--- src/rtl/cfg3w_pkg.sv ---
package cfg3w_pkg;

  typedef enum logic [2:0] {
    ST_IDLE  = 3'd0,
    ST_HALT  = 3'd1,
    ST_SETUP = 3'd2,
    ST_LOW   = 3'd3,
    ST_HIGH  = 3'd4
  } seqState_t;

  // strobes from control to datapath, one cycle each
  typedef struct packed {
    logic load;      // capture byte, lines to clk high / data low
    logic modeLow;   // pull mode line low
    logic modeHigh;  // release mode line high
    logic cellLow;   // falling clock, present next bit
    logic cellHigh;  // rising clock, bit held
    logic toIdle;    // all lines back to idle
  } lineStrobe_t;

endpackage

--- src/rtl/cfg3w_datapath.sv ---
module cfg3w_datapath
  import cfg3w_pkg::*;
#(
  parameter int BYTE_W = 8
) (
  input  logic              clk,
  input  logic              rstN,
  input  lineStrobe_t       strobes,
  input  logic [BYTE_W-1:0] byteIn,
  output logic              serMode,
  output logic              serClk,
  output logic              serData
);

  logic [BYTE_W-1:0] shiftReg;
  logic              modeReg;
  logic              clkReg;
  logic              dataReg;

  always_ff @(posedge clk or negedge rstN) begin
    if (!rstN) begin
      shiftReg <= '0;
      modeReg  <= 1'b1;
      clkReg   <= 1'b1;
      dataReg  <= 1'b0;
    end else begin
      if (strobes.load) begin
        shiftReg <= byteIn;
        clkReg   <= 1'b1;
        dataReg  <= 1'b0;
      end
      if (strobes.modeLow) begin
        modeReg <= 1'b0;
      end
      if (strobes.modeHigh) begin
        modeReg <= 1'b1;
      end
      if (strobes.cellLow) begin
        clkReg   <= 1'b0;
        dataReg  <= shiftReg[0];
        shiftReg <= shiftReg >> 1;
      end
      if (strobes.cellHigh) begin
        clkReg <= 1'b1;
      end
      if (strobes.toIdle) begin
        modeReg <= 1'b1;
        clkReg  <= 1'b1;
        dataReg <= 1'b0;
      end
    end
  end

  assign serMode = modeReg;
  assign serClk  = clkReg;
  assign serData = dataReg;

  // the bit must not change across the rising clock edge
  a_r5_data_held_at_rise: assert property (@(posedge clk) disable iff (!rstN)
    $rose(clkReg) |-> $stable(dataReg));

  // the mode line never moves while the clock is low
  a_r2_mode_stable_clk_low: assert property (@(posedge clk) disable iff (!rstN)
    (!clkReg && $past(!clkReg)) |-> $stable(modeReg));

endmodule

--- src/rtl/cfg3w_control.sv ---
module cfg3w_control
  import cfg3w_pkg::*;
#(
  parameter int BYTE_W    = 8,
  parameter int SETUP_CYC = 48,
  parameter int HALF_CYC  = 63
) (
  input  logic        clk,
  input  logic        rstN,
  input  logic        req,
  input  logic        isData,
  input  logic        halt,
  output lineStrobe_t strobes,
  output logic        busy,
  output logic        done
);

  localparam int MAX_CYC = (SETUP_CYC > HALF_CYC) ? SETUP_CYC : HALF_CYC;
  localparam int CNT_W   = $clog2(MAX_CYC + 1);
  localparam int BIT_W   = $clog2(BYTE_W + 1);
  localparam logic [CNT_W-1:0] SETUP_LOAD = CNT_W'(SETUP_CYC - 1);
  localparam logic [CNT_W-1:0] HALF_LOAD  = CNT_W'(HALF_CYC - 1);
  localparam logic [BIT_W-1:0] LAST_BIT   = BIT_W'(BYTE_W);

  seqState_t        state, stateNext;
  logic [CNT_W-1:0] cnt, cntNext;
  logic [BIT_W-1:0] bitCnt, bitCntNext;
  logic             doneNext;
  logic             cntZero;

  assign cntZero = (cnt == '0);

  always_comb begin
    stateNext  = state;
    cntNext    = cntZero ? cnt : cnt - 1'b1;
    bitCntNext = bitCnt;
    doneNext   = 1'b0;
    strobes    = '0;
    unique case (state)
      ST_IDLE: begin
        if (req) begin
          strobes.load    = 1'b1;
          strobes.modeLow = !isData || halt;
          stateNext       = (isData && halt) ? ST_HALT : ST_SETUP;
          cntNext         = SETUP_LOAD;
          bitCntNext      = '0;
        end
      end
      ST_HALT: begin
        if (cntZero) begin
          strobes.modeHigh = 1'b1;
          stateNext        = ST_SETUP;
          cntNext          = SETUP_LOAD;
        end
      end
      ST_SETUP: begin
        if (cntZero) begin
          strobes.cellLow = 1'b1;
          stateNext       = ST_LOW;
          cntNext         = HALF_LOAD;
          bitCntNext      = bitCnt + 1'b1;
        end
      end
      ST_LOW: begin
        if (cntZero) begin
          strobes.cellHigh = 1'b1;
          stateNext        = ST_HIGH;
          cntNext          = HALF_LOAD;
        end
      end
      ST_HIGH: begin
        if (cntZero) begin
          if (bitCnt == LAST_BIT) begin
            strobes.toIdle = 1'b1;
            stateNext      = ST_IDLE;
            doneNext       = 1'b1;
          end else begin
            strobes.cellLow = 1'b1;
            stateNext       = ST_LOW;
            cntNext         = HALF_LOAD;
            bitCntNext      = bitCnt + 1'b1;
          end
        end
      end
      default: stateNext = ST_IDLE;
    endcase
  end

  always_ff @(posedge clk or negedge rstN) begin
    if (!rstN) begin
      state  <= ST_IDLE;
      cnt    <= '0;
      bitCnt <= '0;
      done   <= 1'b0;
    end else begin
      state  <= stateNext;
      cnt    <= cntNext;
      bitCnt <= bitCntNext;
      done   <= doneNext;
    end
  end

  assign busy = (state != ST_IDLE);

  // the timing counter stays within the longest interval
  a_r10_cnt_bound: assert property (@(posedge clk) disable iff (!rstN)
    cnt <= CNT_W'(MAX_CYC - 1));

  // never more than BYTE_W bits launched in one transfer
  a_r4_bit_bound: assert property (@(posedge clk) disable iff (!rstN)
    bitCnt <= LAST_BIT);

  // done is a single-cycle pulse
  a_r6_done_single: assert property (@(posedge clk) disable iff (!rstN)
    done |=> !done);

  // a busy cycle with a request does not restart the byte
  a_r9_no_reload_busy: assert property (@(posedge clk) disable iff (!rstN)
    (busy && req && state != ST_HIGH) |=> busy);

endmodule

--- src/rtl/cfg3w_master.sv ---
module cfg3w_master
  import cfg3w_pkg::*;
#(
  parameter int          CLK_MHZ  = 250,
  parameter int          SETUP_NS = 190,
  parameter int          CELL_NS  = 500,
  parameter int          BYTE_W   = 8,
  parameter int          TYPE_W   = 2,
  parameter logic [5:0]  DEV_ADDR = 6'b000101
) (
  input  logic              clk,
  input  logic              rstN,
  input  logic              req,
  input  logic              isData,
  input  logic              halt,
  input  logic [BYTE_W-1:0] payload,
  output logic              busy,
  output logic              done,
  output logic              serMode,
  output logic              serClk,
  output logic              serData
);

  localparam int SETUP_RAW = (SETUP_NS * CLK_MHZ + 999) / 1000;
  localparam int HALF_RAW  = (CELL_NS * CLK_MHZ + 1999) / 2000;
  localparam int SETUP_CYC = (SETUP_RAW < 1) ? 1 : SETUP_RAW;
  localparam int HALF_CYC  = (HALF_RAW < 1) ? 1 : HALF_RAW;
  localparam int DEV_W     = BYTE_W - TYPE_W;

  lineStrobe_t       strobes;
  logic [BYTE_W-1:0] byteSel;

  assign byteSel = isData ? payload
                          : {DEV_ADDR[DEV_W-1:0], payload[TYPE_W-1:0]};

  cfg3w_control #(
    .BYTE_W   (BYTE_W),
    .SETUP_CYC(SETUP_CYC),
    .HALF_CYC (HALF_CYC)
  ) u_control (
    .clk    (clk),
    .rstN   (rstN),
    .req    (req),
    .isData (isData),
    .halt   (halt),
    .strobes(strobes),
    .busy   (busy),
    .done   (done)
  );

  cfg3w_datapath #(
    .BYTE_W(BYTE_W)
  ) u_datapath (
    .clk    (clk),
    .rstN   (rstN),
    .strobes(strobes),
    .byteIn (byteSel),
    .serMode(serMode),
    .serClk (serClk),
    .serData(serData)
  );

  // idle lines whenever not busy
  a_r1_idle_lines: assert property (@(posedge clk) disable iff (!rstN)
    !busy |-> (serMode && serClk && !serData));

  // the clock only goes low inside a transfer
  a_r9_clk_low_busy: assert property (@(posedge clk) disable iff (!rstN)
    !serClk |-> busy);

  // done arrives with lines already idle
  a_r6_done_at_idle: assert property (@(posedge clk) disable iff (!rstN)
    done |-> (!busy && serMode && serClk));

  // the mode line falls only together with clock high
  a_r8_mode_fall_clk_high: assert property (@(posedge clk) disable iff (!rstN)
    $fell(serMode) |-> (serClk && busy));

endmodule

--- config.mk ---
export PLATFORM = sky130hd
export DESIGN_NAME = cfg3w_master
export DESIGN_NICKNAME = d
export VERILOG_FILES = /design/src/rtl/cfg3w_pkg.sv /design/src/rtl/cfg3w_datapath.sv /design/src/rtl/cfg3w_control.sv /design/src/rtl/cfg3w_master.sv
export SDC_FILE = /design/constraint.sdc
export NUM_CORES = 1
export LEC_CHECK = 0
export ABC_CLOCK_PERIOD_IN_PS = 5150
export BUFFER_PORTS_ARGS = -buffer_cell sky130_fd_sc_hd__buf_2
export CAP_MARGIN = 20
export CORE_UTILIZATION = 40
export CTS_CLUSTER_DIAMETER = 100
export DETAILED_ROUTE_END_ITERATION = 8
export SLEW_MARGIN = 30
export SYNTH_ARGS = -nofsm -noshare
export SYNTH_HDL_FRONTEND = slang
export SYNTH_SLANG_ARGS = --single-unit
--- constraint.sdc ---
create_clock -name clk -period 5.15 [get_ports clk]
set_input_delay 0.7725 -clock clk [delete_from_list [all_inputs] [get_ports clk]]
set_output_delay 0.7725 -clock clk [all_outputs]
set_load 0.01 [all_outputs]
### Yosys cells after proc, flatten, opt, wreduce, memory -nomap -nowiden

Cells that the tools add are included.

* register bits: 25
* input bits: 13
* output and inout bits: 5

* $add $sub $neg: 2
* equality and inequality tests: 11
* multiplexer cells: 44
* reduce and logical (&&, ||, !) cells: 14

Operators by type and width (number)
* $mux W6: 6
* $mux W8: 3
* $pmux W6 S4: 1
* $mux W1: 18
* $mux W4: 4
* $mux W3: 5
* $pmux W3 S5: 1
* $pmux W4 S3: 1
* $reduce_bool A3 Y1: 4
* $reduce_and A5 Y1: 2
* $mux W2: 4
* $ne A2 B1 Y1 const B: 4
* $eq A3 B2 Y1 const B: 2
* $logic_not A6 Y1: 1
* $sub A6 B1 Y6 const B: 1
* $add A4 B1 Y4 const B: 1
* $eq A4 B4 Y1 const B: 1
* $ne A2 B2 Y1 const B: 2
* $reduce_bool A4 Y1: 1
* $eq A3 B1 Y1 const B: 1
* $eq A3 B3 Y1 const B: 1
* $logic_not A3 Y1: 1
* $pmux W1 S2: 1
* $reduce_bool A2 Y1: 1
* 4 further kinds: 4

### Depth between registers and ports, before layout

Gate-level depths: netlist (run 1).

* depth in word-level cells: 8
* depth in mapped cells: 11
* depth with buffers taken out: 10

### By module

From an unflattened synthesis (run 1), not the netlist that was laid out.

* cells, all modules: 159
* area, all modules: 1476.4 sq um

By module, submodules not included
* cfg3w_control: times used 1, cells each 107, area an instance 945.9 sq um, seq. area each 350.3 sq um
* cfg3w_datapath: times used 1, cells each 46, area an instance 493.0 sq um, seq. area each 277.8 sq um
* cfg3w_master: times used 1, cells each 6, area an instance 37.5 sq um, seq. area each 0.0 sq um

### Worst setup path before layout (run 1)

OpenSTA, ideal clock, no wires.

* path type: register -> register
* start point: register u_control.cnt[0]
* end point: register u_control.cnt[0]
* setup time: 101 ps
* arrival time: 2437 ps
* path slack: 2612 ps
* cell stages (with the launch flop): 12
* path buffers: 1
* cell sequence: dfrtp_1 -> inv_1 -> ha_1 -> or4b_1 -> buf_2 -> nor2_1 -> inv_1 -> ha_1 -> a21oi_1 -> a21oi_1 -> o221a_2 -> o32ai_1

* cells in the longest elaborated chain, start to end: 5
* elaborated cells between the ends (all ways): 9
* classes of those cells: add/sub (1); mux (7); reduce/logical (1)

RTL lines
* from (decl): line cfg3w_control.sv:26 `logic [CNT_W-1:0] cnt, cntNext;`
* from (signal assigned): line cfg3w_control.sv:97 `cnt <= cntNext;`
* $sub A6 B1 Y6 / $logic_not A6 Y1 (equally long branches): line cfg3w_control.sv:35, cfg3w_control.sv:31
* $mux W6: line cfg3w_control.sv:35 `cntNext = cntZero ? cnt : cnt - 1'b1;`
* $mux W6: line cfg3w_control.sv:73 `if (bitCnt == LAST_BIT) begin`
* $mux W6: line cfg3w_control.sv:72 `if (cntZero) begin`
* $pmux W6 S4 *: line cfg3w_control.sv:39 `unique case (state)`
* via u_control.cntNext[0]: line cfg3w_control.sv:26

Mark *: on every way through the listed nets, which the timed path passes. The rest lies on a longest branch.
A chain may end at the register's enable or synchronous reset.

### Worst setup path in the final report (run 1)

Ends and elaborated chain as after synthesis.

==> qor.yml, run 1 <==
status:
  status: "complete, no violations"
placed_design:
  gp_congestion: 0.8243
  dp.final_hpwl_um: 2346
  portBuffers: 17
synthesis:
  yosysSeqAreaShare: 0.4377
  synth.net_count: 185
  synthArstFlopShare: 1.000
  synth-seq-cells: 25
  syn_inst: 167
  synth_cell_types: 40
  synth_edf_count: 0
  syn_area_per_cell_um2: 8.594
  syn_area_um2: 1435
  yosys_warnings: 0
  ys_dominant_reg_cell: "dfrtp_1"
sta:
  setup_tns_ps: 0
  report.final.hold_viol_count: 0
  tightest_slew_ps: 941.2
  slew_headroom: 0.3677
  max_freq_ghz: 0.3001
  rsz0062_at_grt: "no"
  final-setup-viol-count: 0
  final-max-slew-violation-count: 0
  finalCritPeriodShare: 0.6470
  period_minus_slack_ps: 3332
  finalClockSkew_ps: 5.849
cells_and_area:
  diodes: 0
  layout-drive-gt1-share: 0.1389
  n_fill_cell: 333
  multi_input_area_um2: 723.2
  nets: 199
  register_area_um2: 628.1
  final_core_util: 0.4629
  area_growth_pct: 9.328
clock_network:
  cts_tree: "built"
  cts_setup_buffers: 0
  clock_sinks: 25
  cts_root_buf: "clkbuf_4"
  clk_latency_ps: 310
  cts_buffers: 3
  clkSlewWorstSetupHoldPaths_ps: 130
  clk_path_buf_depth: 2
  cts_hold_buf: 0
  cts_resized: 0
  htree_num_levels: 1
global_routing:
  grt_max_degree: 26
  grt_usage: 0.1852
  gr-total-overflow: 0
  grt_pass1_vias: 1120
  grt_antenna_before_repair: 0
  grt_pass1_wl_um: 5168
floorplan:
  die_area_um2: 3832
  io_pins: 18
  rows: 21
  core-area_um2: 3390
  die_y_um: 61.90
  start_util: 0.4234
  die_w_um: 61.90
critical_path:
  cp-end-kind: "flop"
  worst_path_largest_cell_delay_ps: 720
  r2r_start: "u_control.cnt[0]"
  arrival_ps: 3560
  reg2reg_to: "u_control.cnt[0]"
  cpMaxStageDelayCell: "nor2_1"
  ff2ff_setup_slack_ps: 1820
  cp_cell_sequence: "inv_1, ha_1, or4b_1, nor2_1, inv_1, ha_1, a21oi_1, a21oi_1, o221a_2, o32ai_1"
  path_depth: 10
  critical-path-top-delay-family: "simple AND/OR/NAND/NOR gates"
  path_buf_inv: 2
  cp-start-kind: "flop"
  ff2ff_path_depth: 10
  startpoint: "u_control.cnt[0]"
  crit_end: "u_control.cnt[0]"
  setup.worst_path.class: "flop to flop"
  cp.required_ps: 5380
  critPathMaxFanout: 16
job:
  drv_cap: 0
route:
  ant_nets: 0
  wl_um: 3126
  viasPerCell: 5.500
  drc: 0
  via_count: 1243
  drtIter0Drc: 51
  avgRoutedWirePerCell_um: 13.83
  firstDrtPassIters: 4
hold_path:
  hold_class: "input port to async pin"
pwr:
  p_per_area_nw_per_um2: 190.1
  leakage_nw: 0.6799
  vdd_drop_max_v: 0.00009584
[kinds of logic (layout without fill, tap and decap cells)]
kind of cell	after synthesis	count (layout)	synth area share
buf+inv	21	34	0.05841
fa+ha+maj	5	5	0.04359
simple gates	58	58	0.1927
mux	1	1	0.007846
xor+xnor	2	2	0.01221
compound gates	55	55	0.2476
flops	25	25	0.4377
[area by class of cell]
class,instances,area share
Clock buffer,4,0.01675
Inverter,13,0.03110
Multi-Input combinational cell,121,0.4609
Sequential cell,25,0.4003
Tap cell,46,0.03668
Timing Repair Buffer,17,0.05423
[layout by cell type (no fill, tap or decap), types with 2 or more instances in the layout]
cell type | Yosys | final
dfrtp_1 | 23 | 23
buf_2 | 4 | 17
o211ai_1 | 4 | 4
dfstp_2 | 2 | 2
nand2b_1 | 4 | 4
nor2_1 | 11 | 11
clkbuf_4 | 0 | 3
nor3_1 | 7 | 7
o21a_1 | 2 | 2
or3_1 | 2 | 2
ha_1 | 5 | 5
a32oi_1 | 2 | 2
xnor2_1 | 2 | 2
nand2_1 | 23 | 23
nor2b_1 | 2 | 2
nand3_1 | 3 | 3
a21oi_1 | 13 | 13
o32ai_1 | 2 | 2
o21ai_0 | 16 | 16
a22oi_1 | 4 | 4
inv_1 | 13 | 13
[metrics by stage]
stage | hold WS (ps) | power [mW] | instances | instance area (µm²) | setup slack, ps
floorplan | 438.6 | 0.2067 | 167 | 1435 | 2612
global route | 458.7 | 0.3122 | 226 | 1569 | 1583
finish | 425.5 | 0.2983 | 226 | 1569 | 1818
global placement | 452.5 | 0.2169 | 222 | 1543 | 1976
detailed placement | 457.8 | 0.2173 | 222 | 1543 | 1872
CTS | 441.6 | 0.3035 | 226 | 1569 | 1845
[Yosys cell counts, types with 2 or more instances]
cell type,number,area [µm²]
clkbuf_1,4,15.01
nor3_1,7,35.03
nor2_1,11,41.29
a21oi_1,13,65.06
nor2b_1,2,12.51
nand3_1,3,15.01
a22oi_1,4,30.03
o21ai_0,16,80.08
nand2_1,23,86.33
o32ai_1,2,17.52
dfrtp_1,23,575.6
dfstp_2,2,52.55
a32oi_1,2,17.52
inv_1,13,48.80
or3_1,2,12.51
nand2b_1,4,25.02
o21a_1,2,15.01
o211ai_1,4,30.03
xnor2_1,2,17.52
buf_2,4,20.02
ha_1,5,62.56
[power breakdown]
| part | switching, mW | internal [mW] |
|---|---|---|
| logic | 0.00900 | 0.00533 |
| registers | 0.000847 | 0.198 |
| clock network | 0.0548 | 0.0303 |
| total | 0.0646 | 0.234 |
[state kept, by name, indices dropped and copies added, names as in the netlist]
register	cells
u_control.bitCnt	4
u_control.cnt	6
u_control.done	1
u_control.state	3
u_datapath.serClk	1
u_datapath.serData	1
u_datapath.serMode	1
u_datapath.shiftReg	8
[per-layer routing]
metal,track usage,vias up,routed length (µm)
li1,-,628,-
met1,0.2484,592,1486
met2,0.3134,19,1509
met3,0.02277,4,95
met4,0.05714,0,34
met5,0,-,0
[worst min path at each step]
stage                                        end  slack, ps  cells past startpoint
final                           u_control.cnt[5]        430                      1
after global routing         u_control.bitCnt[0]        460                      1
after CTS                       u_control.cnt[5]        440                      1
after detailed placement  u_datapath.shiftReg[0]        460                      2
after global placement    u_datapath.shiftReg[5]        450                      2
after floorplan           u_datapath.shiftReg[3]        440                      2
Power figures use the tool's default switching activity.
==> run 2: changes to the inputs <==
ABC_CLOCK_PERIOD_IN_PS = 3000   (was 5150)
clock period = 3 ns   (was 5.15 ns; I/O delays follow)
==> run 2 against run 1 <==
Power rose by 75%. Count of clock-buffer cells in the layout shrank 1. Wire length decreased by 1.8%. Core utilization is 0.55 points higher. Sequential share of layout area is 0.47 points lower.
==> qor.yml, run 2 (synthesis results as in run 1) <==
pwr:
  p_per_area_nw_per_um2: 328.5  # +73%
  vdd_drop_max_v: 0.0002394  # +150%
  leakage_nw: 0.6898  # +1.5%
clock_network:
  clk_path_buf_depth: 2  # unchanged
  cts_setup_buffers: 0  # unchanged
  cts_tree: "built"
  clkSlewWorstSetupHoldPaths_ps: 140  # about the same
  cts_hold_buf: 0  # unchanged
  clock_sinks: 25  # unchanged
  cts_root_buf: "clkbuf_4"
  cts_resized: 0  # unchanged
  htree_num_levels: 1  # unchanged
  cts_buffers: 3  # unchanged
  clk_latency_ps: 320  # about the same
job:
  drv_cap: 0  # unchanged
critical_path:
  cp-end-kind: "flop"
  setup.worst_path.class: "flop to flop"
  r2r_start: "u_control.cnt[0]"
  cp.required_ps: 3260  # -2120 ps
  startpoint: "u_control.cnt[0]"
  arrival_ps: 2840  # -720 ps
  critPathMaxFanout: 13  # -3
  cp-start-kind: "flop"
sta:
  setup_tns_ps: 0  # unchanged
  report.final.hold_viol_count: 0  # unchanged
  finalClockSkew_ps: 4.690  # -1.159 ps
  final-max-slew-violation-count: 0  # unchanged
  period_minus_slack_ps: 2583  # -749.8 ps
  final-setup-viol-count: 0  # unchanged
  max_freq_ghz: 0.3872  # +29%
  rsz0062_at_grt: "no"
  finalCritPeriodShare: 0.8608  # +0.2138
  tightest_slew_ps: 859.2  # -82.01 ps
  slew_headroom: 0.4233  # +0.05566
route:
  avgRoutedWirePerCell_um: 13.46  # -2.7%
  wl_um: 3069  # -1.8%
  drc: 0  # unchanged
  via_count: 1231  # -0.97%
  viasPerCell: 5.399  # -1.8%
  ant_nets: 0  # unchanged
  drtIter0Drc: 55  # +7.8%
  firstDrtPassIters: 4  # unchanged
global_routing:
  busiest_layer: "met2"
  gr-total-overflow: 0  # unchanged
  grt_max_degree: 26  # unchanged
  met1_usage: 0.2695  # +0.02117
  grt_usage: 0.1871  # +0.001943
  grt.met3_usage: 0.04348  # +0.02070
  grt_pass1_vias: 1104  # -1.4%
  grt_antenna_before_repair: 0  # unchanged
  use_met2: 0.2888  # -0.02458
  grt_pass1_wl_um: 5209  # +0.79%
cells_and_area:
  register_area_um2: 628.1  # unchanged
  multi_input_area_um2: 723.2  # unchanged
  area_growth_pct: 10.64
  largest_reg_flops: 8  # unchanged
  top_register: "u_datapath.shiftReg"
  n_fill_cell: 337  # +1.2%
  top_regs: "u_datapath.shiftReg x8, u_control.cnt x6, u_control.bitCnt x4"
  final_cell_mix: "23 x nand2_1, 23 x dfrtp_1, 17 x buf_2, 16 x o21ai_0"
  final_core_util: 0.4684  # +0.005538
  nets: 201  # +1.0%
  diodes: 0  # unchanged
  layout-drive-gt1-share: 0.1538  # +0.01496
floorplan:
  io_pins: 18  # unchanged
  die_area_um2: 3832  # unchanged
  die_y_um: 61.90  # unchanged
  die_w_um: 61.90  # unchanged
  rows: 21  # unchanged
  core-area_um2: 3390  # unchanged
  start_util: 0.4234  # unchanged
placed_design:
  dp.final_hpwl_um: 2244  # -4.3%
  gp_congestion: 0.7801  # -5.4%
  portBuffers: 17  # unchanged
hold_path:
  hold_class: "input port to async pin"
status:
  status: "complete, no violations"
-- run 2: routing by layer --
metal | routed length [µm] | share of wire
met1 | 1573 | 0.51
met2 | 1368 | 0.45
met3 | 111 | 0.036
met4 | 15 | 0.0049
met5 | 0 | 0
-- run 2: final timing paths --
path,endpoint,slack (ps),cells past startpoint
max,u_control.bitCnt[3],420,7
min reg2reg,u_datapath.shiftReg[0],490,2
max in group asynchronous,u_datapath.serClk,2540,1
max reg2reg,u_control.bitCnt[3],420,7
min,u_control.cnt[5],80,1
min in group clk,u_datapath.shiftReg[2],360,3
-- run 2: through the flow --
stage | setup slack, ps | power (mW) | cell area [µm²] | hold slack, ps | std cells
after floorplan | 461.9 | 0.3548 | 1435 | 154.4 | 167
after global placement | 519.2 | 0.3723 | 1558 | 456.7 | 224
after detailed placement | 454.7 | 0.3730 | 1558 | 461.6 | 224
after CTS | 422.6 | 0.5310 | 1588 | 105.5 | 228
after global routing | 169.1 | 0.5514 | 1588 | 112.0 | 228
final | 417.5 | 0.5216 | 1588 | 83.73 | 228
-- run 2: area by class of cell --
| type | count | share of cell area |
|---|---|---|
| Clock buffer | 3 | 0.01418 |
| Clock inverter | 1 | 0.004728 |
| Inverter | 13 | 0.03073 |
| Multi-Input combinational cell | 121 | 0.4555 |
| Sequential cell | 25 | 0.3956 |
| Tap cell | 46 | 0.03625 |
| Timing Repair Buffer | 19 | 0.06304 |
-- run 2: power by group --
part / switching (mW) / internal [mW]
combinational: 0.0153 / 0.00915
clock: 0.105 / 0.0510
sequential: 0.00158 / 0.340
-- run 2: worst max-delay path: stages, from the launching register on --
cell and delay (ps):
dfrtp_1 440, inv_1 100, ha_1 200, or4b_1 550, nor4_1 320, o21ai_1 320, or3_1 450, a21oi_1 140
